### src/rtl/intid_pkg.sv
package intid_pkg;

  localparam int NCAUSE = 5;
  localparam int NLATCH = 3;

  // cause index = rank (0 most urgent)
  localparam int C_LINE = 0;
  localparam int C_RDAT = 1;
  localparam int C_RTMO = 2;
  localparam int C_TXE  = 3;
  localparam int C_MDM  = 4;

  typedef enum logic [2:0] {
    ID_MODEM = 3'b000,
    ID_TXE   = 3'b001,
    ID_RDAT  = 3'b010,
    ID_LINE  = 3'b011,
    ID_RTMO  = 3'b110
  } id_code_e;

  function automatic id_code_e code_of(input logic [2:0] idx, input logic any);
    id_code_e c;
    if (!any) c = ID_MODEM;
    else begin
      case (idx)
        3'd0:    c = ID_LINE;
        3'd1:    c = ID_RDAT;
        3'd2:    c = ID_RTMO;
        3'd3:    c = ID_TXE;
        default: c = ID_MODEM;
      endcase
    end
    return c;
  endfunction

  function automatic logic [7:0] pack_status(input logic fifo_on, input logic deep,
                                             input logic any, input id_code_e c);
    return {fifo_on, fifo_on, fifo_on & deep, 1'b0, c, ~any};
  endfunction

endpackage

### src/rtl/intid_edge_latch.sv
module intid_edge_latch #(
  parameter int N = 3
) (
  input  logic         clk,
  input  logic         rst_n,
  input  logic [N-1:0] ev,
  input  logic [N-1:0] ack,
  output logic [N-1:0] pend,
  output logic [N-1:0] rise
);

  logic [N-1:0] prev;

  always_ff @(posedge clk or negedge rst_n) begin
    if (!rst_n) prev <= '0;
    else        prev <= ev;
  end

  for (genvar g = 0; g < N; g++) begin : g_bit
    assign rise[g] = ev[g] & ~prev[g];

    // a fresh event wins over an acknowledge in the same cycle
    always_ff @(posedge clk or negedge rst_n) begin
      if (!rst_n)      pend[g] <= 1'b0;
      else if (rise[g]) pend[g] <= 1'b1;
      else if (ack[g])  pend[g] <= 1'b0;
    end


    ack_clears_chk: assert property (@(posedge clk) disable iff (!rst_n)
      (ack[g] && !rise[g]) |=> !pend[g]);


    rise_sets_chk: assert property (@(posedge clk) disable iff (!rst_n)
      rise[g] |=> pend[g]);


    no_spurious_set_chk: assert property (@(posedge clk) disable iff (!rst_n)
      (!pend[g] && !rise[g]) |=> !pend[g]);
  end

endmodule

### src/rtl/intid_prio_sel.sv
module intid_prio_sel #(
  parameter int N = 5,
  localparam int IW = (N > 1) ? $clog2(N) : 1
) (
  input  logic [N-1:0]  req,
  output logic [N-1:0]  grant,
  output logic [IW-1:0] idx,
  output logic          any
);

  // lowest index is most urgent: scan downward so it is assigned last
  always_comb begin
    grant = '0;
    idx   = '0;
    any   = 1'b0;
    for (int i = N - 1; i >= 0; i--) begin
      if (req[i]) begin
        grant    = '0;
        grant[i] = 1'b1;
        idx      = IW'(i);
        any      = 1'b1;
      end
    end
  end

endmodule

### src/rtl/intid_unit.sv
module intid_unit
  import intid_pkg::*;
(
  input  logic       clk,
  input  logic       rst_n,
  input  logic       line_err_ev,
  input  logic       rx_avail,
  input  logic       rx_tmo,
  input  logic       tx_empty_ev,
  input  logic       modem_ev,
  input  logic [4:0] cause_en,
  input  logic       fifo_on,
  input  logic       deep_mode,
  input  logic       id_rd,
  output logic [7:0] id_rdata,
  output logic       irq
);

  localparam int IW = $clog2(NCAUSE);

  logic [NLATCH-1:0] lat_ev, lat_ack, lat_pend, lat_rise;
  logic [NCAUSE-1:0] raw_cause, eff_cause, grant;
  logic [IW-1:0]     win_idx;
  logic              any_pend;
  id_code_e          win_code;
  logic [7:0]        status_now;

  // latched slots: 0 line, 1 tx empty, 2 modem
  assign lat_ev = {modem_ev, tx_empty_ev, line_err_ev};

  intid_edge_latch #(.N(NLATCH)) u_latch (
    .clk  (clk),
    .rst_n(rst_n),
    .ev   (lat_ev),
    .ack  (lat_ack),
    .pend (lat_pend),
    .rise (lat_rise)
  );

  always_comb begin
    raw_cause         = '0;
    raw_cause[C_LINE] = lat_pend[0];
    raw_cause[C_RDAT] = rx_avail;
    raw_cause[C_RTMO] = rx_tmo;
    raw_cause[C_TXE]  = lat_pend[1];
    raw_cause[C_MDM]  = lat_pend[2];
  end

  assign eff_cause = raw_cause & cause_en;

  intid_prio_sel #(.N(NCAUSE)) u_sel (
    .req  (eff_cause),
    .grant(grant),
    .idx  (win_idx),
    .any  (any_pend)
  );

  assign win_code   = code_of(3'(win_idx), any_pend);
  assign status_now = pack_status(fifo_on, deep_mode, any_pend, win_code);

  // acknowledge only the reported latched cause
  assign lat_ack = id_rd ? {grant[C_MDM], grant[C_TXE], grant[C_LINE]} : '0;

  always_ff @(posedge clk or negedge rst_n) begin
    if (!rst_n) begin
      id_rdata <= 8'h01;
      irq      <= 1'b0;
    end else begin
      irq <= any_pend;
      if (id_rd) id_rdata <= status_now;
    end
  end


  one_winner_chk: assert property (@(posedge clk) disable iff (!rst_n)
    $onehot0(grant) && (any_pend == (|eff_cause)));


  no_lower_report_chk: assert property (@(posedge clk) disable iff (!rst_n)
    (grant[C_TXE] || grant[C_MDM]) |-> !(|eff_cause[C_RTMO:C_LINE]));


  irq_follow_chk: assert property (@(posedge clk) disable iff (!rst_n)
    1'b1 |=> (irq == $past(|eff_cause)));


  idle_flag_chk: assert property (@(posedge clk) disable iff (!rst_n)
    id_rd |=> (id_rdata[0] == !$past(|eff_cause)));


  spare_bit_chk: assert property (@(posedge clk) disable iff (!rst_n)
    id_rd |=> (id_rdata[4] == 1'b0) && (id_rdata[7] == $past(fifo_on)));


  hold_chk: assert property (@(posedge clk) disable iff (!rst_n)
    !id_rd |=> $stable(id_rdata));


  masked_quiet_chk: assert property (@(posedge clk) disable iff (!rst_n)
    (cause_en == 5'b0) |=> !irq);

endmodule

### config.mk
export PLATFORM = sky130hd
export DESIGN_NAME = intid_unit
export DESIGN_NICKNAME = d
export VERILOG_FILES = /design/src/rtl/intid_pkg.sv /design/src/rtl/intid_edge_latch.sv /design/src/rtl/intid_prio_sel.sv /design/src/rtl/intid_unit.sv
export SDC_FILE = /design/constraint.sdc
export NUM_CORES = 1
export LEC_CHECK = 0
export BUFFER_PORTS_ARGS = -buffer_cell sky130_fd_sc_hd__buf_2
export CORE_UTILIZATION = 47
export DETAILED_ROUTE_END_ITERATION = 10
export PLACE_DENSITY = 0.72
export RECOVER_POWER = 50
export SETUP_SLACK_MARGIN = 0.05
export SLEW_MARGIN = 10
export SYNTH_ARGS = -nofsm -noshare
export SYNTH_HDL_FRONTEND = slang
export SYNTH_HIERARCHICAL = 1
export SYNTH_SLANG_ARGS = --single-unit
export TNS_END_PERCENT = 100
### constraint.sdc
create_clock -name clk -period 2.2 [get_ports clk]
set_clock_uncertainty 0.15 [all_clocks]
set_input_delay 0.44 -clock clk [delete_from_list [all_inputs] [get_ports clk]]
set_output_delay 0.44 -clock clk [all_outputs]
set_load 0.005 [all_outputs]
==> out/metrics.cfg <==
[run_status]
status = completed

[logic_synthesis]
synth_warnings = 6
syn_area_um2 = 669.4
syn-instance-count = 61
syn_area_per_cell_um2 = 10.97
syn_nets = 76

[power_and_ir_drop]
cellPowerDensity_mw_per_mm2 = 687.7
vdd_drop_max_mv = 0.3537
p_leak_nw = 0.3777

[worst_setup_path]
ff2ff_setup_slack_ns = 0.54
crit_required_ns = 2.22
rr_startpoint = u_latch/pend[0]$_DFFE_PN0P_
crit_arrival_ns = 1.68
r2r_end = id_rdata[3]$_DFFE_PN0P_
worstSetupStartpointType = flop
critPathMaxFanout = 5
worstSetupPathType = reg -> reg
end_kind = flop
rr_worst_depth = 5

[timing]
slew_viol_final = 0
layout_min_cycle_time_ns = 1.663
rsz0062_at_grt = false
period_share_pct = 75.58
max_slew_margin_pct = 52.58
finalSetupTns_ns = 0
final_hold_viol_count = 0
worst-slew-pin-transition_ns = 0.7113
setup_viol = 0
max_freq_mhz = 601.4

[die]
core_mm2 = 0.001318
die-area_mm2 = 0.001579
dieHeight_um = 39.74
initial_core_util_pct = 50.81
rows = 13
io_pins = 24
die_x_um = 39.74

[finish]
antenna_cells = 0
fillerInstances = 116
final_area_um2 = 785.8
area_delta_synth_final_pct = 17.38
multi_input_area_um2 = 271.5
drive_above_1_share_pct = 38.55
num-nets-final = 99
regArea_um2 = 326.6

[clock_network]
htree_levels = 1
cts_tree = done
clk_pin_slew_ns = 0.08
clockBufferDepth = 2
clk_latency_ns = 0.28
numClockSinks = 13
cts_made_buffers = 3
cts_resized = 0
cts_hold_buf = 1
cts-root-buf = clkbuf_4
cts_setup_buffers = 0

[route]
wl_per_cell_um = 10.64
wirelength_um = 1043
drt_iter0_markers = 7
drtPass1Iterations = 5
vias_per_cell = 4.765
vias = 467
detail-route-antenna-nets = 0
drc_errors = 0

[place]
placed_area_um2 = 757.0
gp_congestion = 0.7488
io_buffers = 22

[hold_path]
hold_depth = 1
holdCritPathClass = in -> reg
hold_start = line_err_ev
min_to = u_latch/prev[0]$_DFF_PN0_

[grt]
grt_pass1_vias = 397
grt_overflow = 0
track_usage_pct = 15.99
antenna_found_initial = 0
grt_max_degree = 14
grt_pass1_wl_um = 1552

[flow_run]
drv_cap = 0

## sequential cells by signal, summed over array words and instances (netlist names)
signal	flops
id_rdata	6
irq	1
u_latch/pend	3
u_latch/prev	3
## metrics by stage
stage               setup WS [ns]  cells  util, %  hold slack [ns]  power [mW]
global placement           0.4225     93    57.45           0.1851      0.3936
finish                     0.5372     98    59.64           0.1255      0.5403
global route               0.4271     98    59.64           0.1181      0.5754
detailed placement         0.3939     93    57.45           0.1920      0.3975
CTS                        0.5226     98    60.21           0.1207      0.5524
floorplan                  0.5178     61        -        -0.005591      0.3627
## metal layers
| metal | global-route usage [%] | vias to the layer above | part of all wire (%) |
|---|---|---|---|
| met2 | 28.28 | 18 | 47 |
| met4 | 7.759 | 0 | 1.9 |
| li1 | - | 234 | - |
| met1 | 16.67 | 213 | 45 |
| met5 | 0 | - | 0 |
| met3 | 5.114 | 2 | 6.5 |
## placed cells by master, fill, tap and decap left out
cell / instances
buf_2: 19
dfrtp_1: 12
inv_1: 7
and2_1: 6
nor2b_1: 4
clkbuf_1: 4
and2_2: 3
clkbuf_4: 3
nor2b_4: 3
a21o_1: 3
a31o_2: 2
nand2b_1: 2
mux2i_1: 1
nand3_1: 1
o21ai_0: 1
a41o_1: 1
nand2_1: 1
xnor2_1: 1
mux2_1: 1
conb_1: 1
dlygate4sd3_1: 1
dfstp_2: 1
nor4b_1: 1
nor2_1: 1
nor3_1: 1
a21oi_1: 1
nor4_2: 1
## worst max path at each step
stage                     slack, ns                 endpoint                        start
after global routing           0.43  id_rdata[3]$_DFFE_PN0P_  u_latch/pend[0]$_DFFE_PN0P_
after detailed placement       0.39  id_rdata[3]$_DFFE_PN0P_                  cause_en[0]
after global placement         0.42  id_rdata[3]$_DFFE_PN0P_                  cause_en[0]
after floorplan                0.52  id_rdata[3]$_DFFE_PN0P_                  cause_en[0]
final                          0.54  id_rdata[3]$_DFFE_PN0P_  u_latch/pend[0]$_DFFE_PN0P_
after CTS                      0.52  id_rdata[3]$_DFFE_PN0P_  u_latch/pend[0]$_DFFE_PN0P_
## cell type report
cell class / instances / share of cell area, %
timing repair buffer: 23 / 14.81
tap: 15 / 2.389
multi-input combinational: 36 / 34.55
inverter: 7 / 3.344
sequential: 13 / 41.56
clock buffer: 4 / 3.344
## where the power goes
group          total, mW  switching [mW]  leakage, nW  internal, mW
logic              0.111          0.0491        0.216        0.0619
registers          0.279          0.0121        0.147         0.267
clock network      0.151          0.0803       0.0150        0.0704
## critical path, cell delays in order (launching register included)
cell,delay [ns]
dfrtp_1,0.38
and2_1,0.20
nor4_2,0.30
nand2b_1,0.12
nor2b_1,0.17
a41o_1,0.23
Note: power is estimated with default switching activity, not from simulation.
